[src/rtl/etr_pkg.sv]
package etr_pkg;
  typedef enum logic [2:0] {
    SEL_NONE, SEL_CAP, SEL_CFG, SEL_STS, SEL_CNT, SEL_TCFG, SEL_TCMP
  } sel_e;

  // 8-byte word indices of the shared registers
  localparam int unsigned WRD_CAP = 0;
  localparam int unsigned WRD_CFG = 1;
  localparam int unsigned WRD_STS = 2;
  localparam int unsigned WRD_CNT = 3;
  localparam int unsigned WRD_TMR = 8;   // first timer window word

  localparam int unsigned CFG_EN  = 0;
  localparam int unsigned CFG_LEG = 1;
endpackage

[src/rtl/etr_decode.sv]
module etr_decode
  import etr_pkg::*;
#(
  parameter int unsigned ADDR_W  = 10,
  parameter int unsigned NUM_TMR = 8,
  parameter int unsigned TIDX_W  = $clog2(NUM_TMR)
) (
  input  logic [ADDR_W-1:0] addr_i,
  input  logic [3:0]        size_i,
  input  logic [63:0]       wdata_i,
  output logic              ok_o,
  output logic              hi_o,
  output sel_e              sel_o,
  output logic [TIDX_W-1:0] tidx_o,
  output logic [63:0]       mask_o,
  output logic [63:0]       data_o
);
  localparam int unsigned WORD_W = ADDR_W - 3;

  logic [WORD_W-1:0] word, toff, tnum;
  logic sz4, sz8;

  always_comb begin
    sz4    = (size_i == 4'd4);
    sz8    = (size_i == 4'd8);
    ok_o   = (sz4 && addr_i[1:0] == 2'b00) || (sz8 && addr_i[2:0] == 3'b000);
    hi_o   = sz4 && addr_i[2];
    word   = addr_i[ADDR_W-1:3];
    toff   = word - WORD_W'(WRD_TMR);
    tnum   = toff >> 1;
    tidx_o = tnum[TIDX_W-1:0];

    if (!ok_o)                                  sel_o = SEL_NONE;
    else if (word == WORD_W'(WRD_CAP))          sel_o = SEL_CAP;
    else if (word == WORD_W'(WRD_CFG))          sel_o = SEL_CFG;
    else if (word == WORD_W'(WRD_STS))          sel_o = SEL_STS;
    else if (word == WORD_W'(WRD_CNT))          sel_o = SEL_CNT;
    else if (word >= WORD_W'(WRD_TMR) && tnum < WORD_W'(NUM_TMR))
      sel_o = toff[0] ? SEL_TCMP : SEL_TCFG;
    else                                        sel_o = SEL_NONE;

    // lane merge: a 4-byte write lands in the half picked by address bit 2
    if (sz8) begin
      mask_o = '1;
      data_o = wdata_i;
    end else if (hi_o) begin
      mask_o = {32'hFFFF_FFFF, 32'h0};
      data_o = {wdata_i[31:0], 32'h0};
    end else begin
      mask_o = {32'h0, 32'hFFFF_FFFF};
      data_o = {32'h0, wdata_i[31:0]};
    end
  end
endmodule

[src/rtl/etr_counter.sv]
module etr_counter #(
  parameter int unsigned CNT_W = 32
) (
  input  logic             clk_i,
  input  logic             rst_ni,
  input  logic             en_i,
  input  logic             tick_i,
  input  logic             ld_i,
  input  logic [CNT_W-1:0] ld_val_i,
  output logic [CNT_W-1:0] cnt_o
);
  logic [CNT_W-1:0] cnt_q;

  always_ff @(posedge clk_i or negedge rst_ni) begin
    if (!rst_ni)             cnt_q <= '0;
    else if (ld_i)           cnt_q <= ld_val_i;
    else if (en_i && tick_i) cnt_q <= cnt_q + 1'b1;
  end

  assign cnt_o = cnt_q;

  p_tick_step_r5: assert property (@(posedge clk_i) disable iff (!rst_ni)
    (en_i && tick_i && !ld_i) |=> (cnt_o == $past(cnt_o) + CNT_W'(1)));

  p_hold_off_r6: assert property (@(posedge clk_i) disable iff (!rst_ni)
    (!en_i && !ld_i) |=> $stable(cnt_o));
endmodule

[src/rtl/etr_status.sv]
module etr_status #(
  parameter int unsigned NUM_TMR = 8
) (
  input  logic               clk_i,
  input  logic               rst_ni,
  input  logic [NUM_TMR-1:0] set_i,
  input  logic [NUM_TMR-1:0] clr_req_i,
  output logic [NUM_TMR-1:0] sts_o,
  output logic [NUM_TMR-1:0] clr_o
);
  for (genvar i = 0; i < NUM_TMR; i++) begin : g_bit
    always_ff @(posedge clk_i or negedge rst_ni) begin
      if (!rst_ni) begin
        sts_o[i] <= 1'b0;
        clr_o[i] <= 1'b0;
      end else begin
        sts_o[i] <= set_i[i] | (sts_o[i] & ~clr_req_i[i]);  // set wins
        clr_o[i] <= sts_o[i] & clr_req_i[i];
      end
    end
  end

  p_clr_only_set_r8: assert property (@(posedge clk_i) disable iff (!rst_ni)
    ((clr_o & ~$past(sts_o)) == '0));

  p_set_sticks_r8: assert property (@(posedge clk_i) disable iff (!rst_ni)
    (set_i != '0) |=> ((sts_o & $past(set_i)) == $past(set_i)));
endmodule

[src/rtl/evt_timer_regs.sv]
module evt_timer_regs
  import etr_pkg::*;
#(
  parameter int unsigned ADDR_W    = 10,
  parameter int unsigned NUM_TMR   = 8,
  parameter logic [15:0] VENDOR_ID = 16'hA5C3,
  parameter int unsigned TICK_HZ   = 16777216
) (
  input  logic               clk_i,
  input  logic               rst_ni,
  input  logic               tick_i,
  input  logic               req_valid_i,
  output logic               req_ready_o,
  input  logic               req_write_i,
  input  logic [ADDR_W-1:0]  req_addr_i,
  input  logic [3:0]         req_size_i,
  input  logic [63:0]        req_wdata_i,
  output logic               rsp_valid_o,
  output logic [63:0]        rsp_rdata_o,
  output logic [31:0]        cnt_o,
  output logic               cnt_en_o,
  output logic               rearm_o,
  output logic [NUM_TMR-1:0] tmr_cfg_wr_o,
  output logic [NUM_TMR-1:0] tmr_cmp_wr_o,
  output logic [63:0]        tmr_wdata_o,
  output logic [63:0]        tmr_wmask_o,
  input  logic [NUM_TMR-1:0] sts_set_i,
  output logic [NUM_TMR-1:0] sts_o,
  output logic [NUM_TMR-1:0] sts_clr_o
);
  localparam int unsigned TIDX_W   = $clog2(NUM_TMR);
  localparam logic [63:0] TICK_FS  = 64'd1000000000000000 / 64'(TICK_HZ);
  localparam logic [63:0] CAP_WORD = {TICK_FS[31:0], VENDOR_ID, 3'b000,
                                      5'(NUM_TMR - 1), 8'h01};

  logic              acc_ok, acc_hi;
  sel_e              acc_sel;
  logic [TIDX_W-1:0] acc_tidx;
  logic [63:0]       acc_mask, acc_data;

  etr_decode #(.ADDR_W(ADDR_W), .NUM_TMR(NUM_TMR), .TIDX_W(TIDX_W)) u_dec (
    .addr_i (req_addr_i),
    .size_i (req_size_i),
    .wdata_i(req_wdata_i),
    .ok_o   (acc_ok),
    .hi_o   (acc_hi),
    .sel_o  (acc_sel),
    .tidx_o (acc_tidx),
    .mask_o (acc_mask),
    .data_o (acc_data)
  );

  logic        wr_go, rd_go, cfg_wr, cnt_ld, en_rise;
  logic [63:0] cfg_q, cfg_nxt, rd_word, rd_val;
  logic [31:0] cnt_ld_val;
  logic [NUM_TMR-1:0] clr_req;

  assign req_ready_o = 1'b1;

  always_comb begin
    wr_go      = req_valid_i && req_write_i && acc_ok;
    rd_go      = req_valid_i && !req_write_i;
    cfg_wr     = wr_go && (acc_sel == SEL_CFG);
    cnt_ld     = wr_go && (acc_sel == SEL_CNT);
    cfg_nxt    = ((cfg_q & ~acc_mask) | (acc_data & acc_mask)) & ~(64'd1 << CFG_LEG);
    en_rise    = cfg_wr && cfg_nxt[CFG_EN] && !cfg_q[CFG_EN];
    // counter is zero-extended to 64 bits, so only the low lane can reach it
    cnt_ld_val = (cnt_o & ~acc_mask[31:0]) | (acc_data[31:0] & acc_mask[31:0]);
    clr_req    = (wr_go && acc_sel == SEL_STS)
               ? (acc_data[NUM_TMR-1:0] & acc_mask[NUM_TMR-1:0]) : '0;

    case (acc_sel)
      SEL_CAP: rd_word = CAP_WORD;
      SEL_CFG: rd_word = cfg_q;
      SEL_STS: rd_word = 64'(sts_o);
      SEL_CNT: rd_word = 64'(cnt_o);
      default: rd_word = '0;
    endcase
    if (req_size_i == 4'd4) rd_val = acc_hi ? {32'h0, rd_word[63:32]} : {32'h0, rd_word[31:0]};
    else                    rd_val = rd_word;
  end

  etr_counter #(.CNT_W(32)) u_cnt (
    .clk_i   (clk_i),
    .rst_ni  (rst_ni),
    .en_i    (cfg_q[CFG_EN]),
    .tick_i  (tick_i),
    .ld_i    (cnt_ld),
    .ld_val_i(cnt_ld_val),
    .cnt_o   (cnt_o)
  );

  etr_status #(.NUM_TMR(NUM_TMR)) u_sts (
    .clk_i    (clk_i),
    .rst_ni   (rst_ni),
    .set_i    (sts_set_i),
    .clr_req_i(clr_req),
    .sts_o    (sts_o),
    .clr_o    (sts_clr_o)
  );

  always_ff @(posedge clk_i or negedge rst_ni) begin
    if (!rst_ni) begin
      cfg_q        <= '0;
      rsp_valid_o  <= 1'b0;
      rsp_rdata_o  <= '0;
      rearm_o      <= 1'b0;
      tmr_cfg_wr_o <= '0;
      tmr_cmp_wr_o <= '0;
      tmr_wdata_o  <= '0;
      tmr_wmask_o  <= '0;
    end else begin
      if (cfg_wr) cfg_q <= cfg_nxt;
      rsp_valid_o  <= rd_go;
      if (rd_go) rsp_rdata_o <= rd_val;
      rearm_o      <= en_rise || (cnt_ld && cfg_q[CFG_EN]);
      tmr_cfg_wr_o <= (wr_go && acc_sel == SEL_TCFG) ? (NUM_TMR'(1) << acc_tidx) : '0;
      tmr_cmp_wr_o <= (wr_go && acc_sel == SEL_TCMP) ? (NUM_TMR'(1) << acc_tidx) : '0;
      if (wr_go) begin
        tmr_wdata_o <= acc_data;
        tmr_wmask_o <= acc_mask;
      end
    end
  end

  assign cnt_en_o = cfg_q[CFG_EN];

  p_bad_quiet_r1: assert property (@(posedge clk_i) disable iff (!rst_ni)
    (req_valid_i && !acc_ok) |=>
      (tmr_cfg_wr_o == '0 && tmr_cmp_wr_o == '0 && !rearm_o && sts_clr_o == '0));

  p_bad_read_zero_r1: assert property (@(posedge clk_i) disable iff (!rst_ni)
    (req_valid_i && !req_write_i && !acc_ok) |=> (rsp_rdata_o == '0));

  p_rearm_live_r7: assert property (@(posedge clk_i) disable iff (!rst_ni)
    rearm_o |-> cnt_en_o);

  p_rsp_read_r9: assert property (@(posedge clk_i) disable iff (!rst_ni)
    rsp_valid_o |-> $past(req_valid_i && !req_write_i));

  p_one_strobe_r10: assert property (@(posedge clk_i) disable iff (!rst_ni)
    $onehot0({tmr_cfg_wr_o, tmr_cmp_wr_o}));
endmodule

[config.mk]
export PLATFORM = sky130hd
export DESIGN_NAME = evt_timer_regs
export DESIGN_NICKNAME = d
export VERILOG_FILES = /design/src/rtl/etr_pkg.sv /design/src/rtl/etr_decode.sv /design/src/rtl/etr_counter.sv /design/src/rtl/etr_status.sv /design/src/rtl/evt_timer_regs.sv
export SDC_FILE = /design/constraint.sdc
export NUM_CORES = 1
export LEC_CHECK = 0
export ABC_AREA = 0
export BUFFER_PORTS_ARGS = -buffer_cell sky130_fd_sc_hd__buf_2
export CAP_MARGIN = 5
export CORE_ASPECT_RATIO = 1.25
export CORE_MARGIN = 3
export CORE_UTILIZATION = 40
export DETAILED_ROUTE_END_ITERATION = 8
export HOLD_SLACK_MARGIN = 0.15
export PLACE_DENSITY = 0.6
export SYNTH_ARGS = -nofsm -noshare
export SYNTH_HDL_FRONTEND = slang
export SYNTH_SLANG_ARGS = --single-unit
[constraint.sdc]
create_clock -name clk_i -period 3.1 [get_ports clk_i]
set_clock_uncertainty 0.05 [all_clocks]
set_input_delay 0.775 -clock clk_i [delete_from_list [all_inputs] [get_ports clk_i]]
set_output_delay 0.775 -clock clk_i [all_outputs]
set_load 0.01 [all_outputs]
==> impl_metrics.json, run 1 <==
{
  "clk_latency_ns": 0.54,
  "areaGrowthSynthToFinish_pct": 25.4,
  "min_period_ns": 2.55,
  "async_flop_share_pct": 100,
  "cts-resized-gates": 0,
  "cp_cell_sequence": "nand4_1 > or4_1 > a21oi_1 > a41oi_1 > a21oi_1",
  "hold_viol": 0,
  "rrSetupSlack_ns": 0.55,
  "port-buffer-count": 349,
  "synth-seq-area-share_pct": 54.8,
  "synthFlopType": "dfrtp_1",
  "outcome": "completed",
  "clockBufferDepth": 3,
  "nets": 1531,
  "cts_buffers": 27,
  "layout_common_cells": "buf_2, dfrtp_1, nand2_1, o21ai_0, nor2_1",
  "antenna_found_initial": 0,
  "critPathRequiredTime_ns": 3.51,
  "ys_ff_latch": 259,
  "period_share_pct": 82.3,
  "drt-wirelength-per-cell_um": 22.7,
  "die_x_um": 160,
  "grt_use_total_pct": 25.7,
  "viasPerCell": 5.62,
  "cp.arrival_ns": 2.96,
  "max_stage_delay_ns": 0.72,
  "startpoint_type": "register",
  "post_cts.repair.setup_buffers": 0,
  "grt_max_degree": 77,
  "drc": 0,
  "clk_pin_slew_ns": 0.06,
  "avgSynthCellArea_um2": 10.4,
  "root_buffer": "clkbuf_16",
  "core_um2": 28700,
  "peakVddDrop_uv": 319,
  "cts_tree": "yes",
  "setup_tns_ns": 0,
  "p_leak_uw": 0.00745,
  "synth_edf_count": 0,
  "drive_gt1_share_pct": 34.8,
  "synth_area_um2": 11800,
  "wl_um": 42000,
  "dpl-instance-area_um2": 13900,
  "power_uw": 7520,
  "fp.dieH_um": 198,
  "gp_congestion": 0.916,
  "die-area_um2": 31700,
  "hp-class": "in -> async",
  "cp_common_cell": "a21oi_1",
  "cpMaxStageDelayCell": "or4_1",
  "num_rows": 69,
  "drv_slew": 0,
  "final_common_cell": "buf_2",
  "crit_fanout": 9,
  "initial_core_util_pct": 41.1,
  "endpoint_kind": "register",
  "drt_iter0_markers": 811,
  "dr.pass1.iters": 5,
  "fin_hold_ws_ns": 0.160,
  "cap_violations": 0,
  "pin_count": 351,
  "htree_num_levels": 1,
  "syn_nets": 1229,
  "clock.fmax_mhz": 392,
  "hpwl_um": 31800,
  "cts_sinks": 259,
  "rsz0062_at_grt": "false",
  "grt_pass1_vias": 10100,
  "vias": 10400,
  "final_area_um2": 14800,
  "grt_pass1_wl_um": 63300,
  "worst_pin_slew_ns": 0.780,
  "p_per_area_nw_per_um2": 507,
  "yosys_warnings": 0,
  "max-slew-margin-rel_pct": 48.0,
  "setup_violations": 0,
  "overflow": 0,
  "ant_nets": 0,
  "critPathKind": "reg -> reg",
  "synth_cell_types": 70,
  "hold_buffers": 0,
  "syn_inst": 1136
}
final cells by class:
cell class / instances / area (um^2)
timing repair buffer: 413 / 2360
sequential: 259 / 6480
clock buffer: 38 / 777
antenna: 1 / 2.50
fill: 2733 / 13900
inverter: 10 / 37.5
clock inverter: 11 / 161
multi-input combinational: 727 / 4510
tap: 390 / 488
report_power, final:
part           internal, uW  total (uW)  switching [uW]
registers              3440        3490            50.4
logic                   200         584             383
clock network          2080        3450            1370
total                  5710        7520            1810
worst max-delay path: cells and delay by family, from the launching register on:
kind	cells	cell delay, ns
AO/OA/AOI/OAI	3	0.94
flip-flops	1	0.51
AND/OR/NAND/NOR	2	0.97
cells in the mapped netlist (all sizes together), types with 14 or more instances:
| cell | count | share of area [%] |
|---|---|---|
| nand4 | 14 | 0.74 |
| o2bb2ai | 34 | 2.5 |
| and3 | 21 | 1.1 |
| o21ai | 123 | 5.2 |
| clkbuf | 57 | 1.8 |
| dfrtp | 259 | 55 |
| nand2 | 161 | 5.2 |
| nor3 | 19 | 0.85 |
| nor2 | 64 | 2.1 |
| a21o | 14 | 0.89 |
| a211oi | 30 | 2.2 |
| a22o | 22 | 1.6 |
| buf | 83 | 5.1 |
| mux2 | 25 | 2.4 |
| a22oi | 58 | 3.7 |
metrics by stage:
step	utilization [%]	instances	setup slack, ns
after floorplan	-	1136	0.0870
after global placement	48.3	1799	0.0868
after detailed placement	48.3	1799	0.0498
after CTS	51.5	1848	0.559
after global routing	51.5	1848	0.448
final	51.6	1849	0.548
final timing paths:
| path | start | end | cells past startpoint |
|---|---|---|---|
| max | register | register | 5 |
| min | rst_ni | u_sts.clr_o[7] | 1 |
| max reg2reg | register | register | 5 |
| min reg2reg | tmr_wdata_o[30] | tmr_wdata_o[30] | 2 |
| max in group asynchronous | rst_ni | rsp_rdata_o[52] | 2 |
| min in group clk_i | sts_set_i[7] | u_sts.sts_o[7] | 2 |
metal layers:
metal	track usage, %	vias to the layer above	part of all wire (%)
met5	0	-	0
met4	8.14	0	3.2
met1	35.0	5175	43
met2	43.0	455	48
met3	3.49	78	6.0
li1	-	4681	-
logic make-up (layout without fill, tap and decap cells):
family	after synthesis	in the layout	share of synthesized area, %
DFF	259	259	54.8
other	1	2	0.0317
muxes	27	27	2.55
adders and majority gates	2	2	0.212
buffers and inverters	150	472	7.24
AOI/OAI and AO/OA	361	361	21.8
and+or+nand+nor	334	334	13.2
xor gates and xnor gates	2	2	0.148
Note: power is estimated with default switching activity, not from simulation.
==> inputs of run 2 (changes only) <==
Clock period 3.1 ns to 2.4 ns, I/O delays scaled along.
==> run 2 against run 1 <==
Effect of this change:
- worst hold slack improved by 0.024 ns
- power is 27% higher
- clock-buffer cell count is the same
- combinational power is 34% higher
- via count down 0.53%
- routed wire length down 2.7%
- global-route usage down 0.58 points
- register-to-register slack got worse by 0.41 ns
- sequential cell count unchanged
- non-clock buffer count rose by 60
- worst setup slack worse by 0.48 ns
- final area is 5.4% higher
- largest cell class unchanged
- largest power group unchanged
- highest routed layer is now met5
==> impl_metrics.json, run 2 (synthesis results as in run 1) <==
{
  "cap_violations": 0,
  "drt_iter0_markers": 714,
  "initial_core_util_pct": 41.1,
  "p_leak_uw": 0.00783,
  "pin_count": 351,
  "root_buffer": "clkbuf_16",
  "min_period_ns": 2.34,
  "worst_pin_slew_ns": 0.788,
  "max-slew-margin-rel_pct": 47.5,
  "htree_num_levels": 1,
  "viasPerCell": 5.41,
  "cts_sinks": 259,
  "hp-class": "in -> reg",
  "period_share_pct": 97.3,
  "setup_violations": 0,
  "clockBufferDepth": 3,
  "clk_latency_ns": 0.54,
  "clock.fmax_mhz": 428,
  "nets": 1591,
  "drv_slew": 0,
  "core_um2": 28700,
  "die-area_um2": 31700,
  "cp.arrival_ns": 2.73,
  "post_cts.repair.setup_buffers": 0,
  "vias": 10300,
  "grt_max_degree": 81,
  "layout_common_cells": "buf_2, dfrtp_1, nand2_1, o21ai_0, buf_4",
  "antenna_found_initial": 1,
  "rrSetupSlack_ns": 0.14,
  "drt-wirelength-per-cell_um": 21.4,
  "grt_use_total_pct": 25.1,
  "rsz0062_at_grt": "false",
  "cts_buffers": 27,
  "areaGrowthSynthToFinish_pct": 32.1,
  "fin_hold_ws_ns": 0.184,
  "gp_congestion": 0.859,
  "final_util_pct": 54.3,
  "p_per_area_nw_per_um2": 612,
  "fillers": 2634,
  "final_common_cell": "buf_2",
  "port-buffer-count": 349,
  "grt_pass1_wl_um": 62700,
  "overflow": 0,
  "ant_nets": 0,
  "crit_fanout": 7,
  "drive_gt1_share_pct": 40.7,
  "critPathRequiredTime_ns": 2.79,
  "endpoint_kind": "register",
  "critPathKind": "in -> reg",
  "hpwl_um": 30300,
  "wl_um": 40800,
  "dr.pass1.iters": 5,
  "grt_pass1_vias": 10500,
  "die_x_um": 160,
  "cts_tree": "yes",
  "clk_pin_slew_ns": 0.06,
  "num_rows": 69,
  "startpoint_type": "input port",
  "outcome": "completed",
  "fp.dieH_um": 198,
  "hold_viol": 0,
  "drc": 0,
  "antenna_cells": 0,
  "peakVddDrop_uv": 460
}
==> run 2: final timing paths <==
kind	startpoint	to	cells past startpoint
setup / recovery	req_size_i[1]	rsp_rdata_o[12]	7
hold / removal	sts_set_i[0]	u_sts.sts_o[0]	2
setup reg to reg	register	register	5
hold reg to reg	tmr_wdata_o[55]	tmr_wdata_o[55]	2
max in group asynchronous	rst_ni	async pin	3
min in group asynchronous	rst_ni	rsp_rdata_o[61]	2
==> run 2: metrics by stage <==
stage	cells	power (uW)	setup WS, ns	TNS [ns]	cell area, um^2
2_1_floorplan	1136	4990	-0.327	-22.43	12300
3_3_place_gp	1858	5360	-0.335	-47.97	14700
3_5_place_dp	1858	5370	-0.386	-53.75	14700
6_report	1909	9570	0.0644	0	15600
4_1_cts	1909	9670	0.00341	0	15600
5_1_grt	1909	9930	0.0103	0	15600
==> run 2: what timing repair did <==
| action | 4_1_cts | 5_1_grt |
|---|---|---|
| gates resized for setup | 0 | 4 |
| endpoints found under the setup margin | 0 | 6 |
| hold buffers | 1 | 0 |
| hold endpoints to repair | 48 | 0 |
==> run 2: area by class of cell <==
class	count	area, um^2	share of cell area, %
sequential	259	6480	41.5
multi-input combinational	727	4880	31.2
timing repair buffer	473	2830	18.1
clock buffer	38	777	4.97
tap	390	488	3.12
clock inverter	12	131	0.841
inverter	10	37.5	0.240
==> run 2: worst max-delay path: stages <==
cell	delay, ns
buf_2	0.12
or4_4	0.56
buf_4	0.17
a21oi_1	0.21
nand4_1	0.34
or2_2	0.50
o211ai_1	0.23
==> run 2: metal layers <==
layer / up-vias / global-route usage (%) / routed length (um)
li1: 4828 / - / -
met1: 5109 / 32.4 / 16800
met2: 329 / 43.4 / 20400
met3: 66 / 4.92 / 2520
met4: 2 / 6.97 / 1120
met5: - / 0 / 9
==> run 2: report_power, final <==
| group | leakage (uW) | internal, uW | total [uW] | switching (uW) |
|---|---|---|---|---|
| sequential | 0.00356 | 4440 | 4490 | 55.7 |
| combinational | 0.00383 | 284 | 781 | 497 |
| clock | 0.000447 | 2490 | 4290 | 1800 |
| total | 0.00783 | 7210 | 9570 | 2360 |
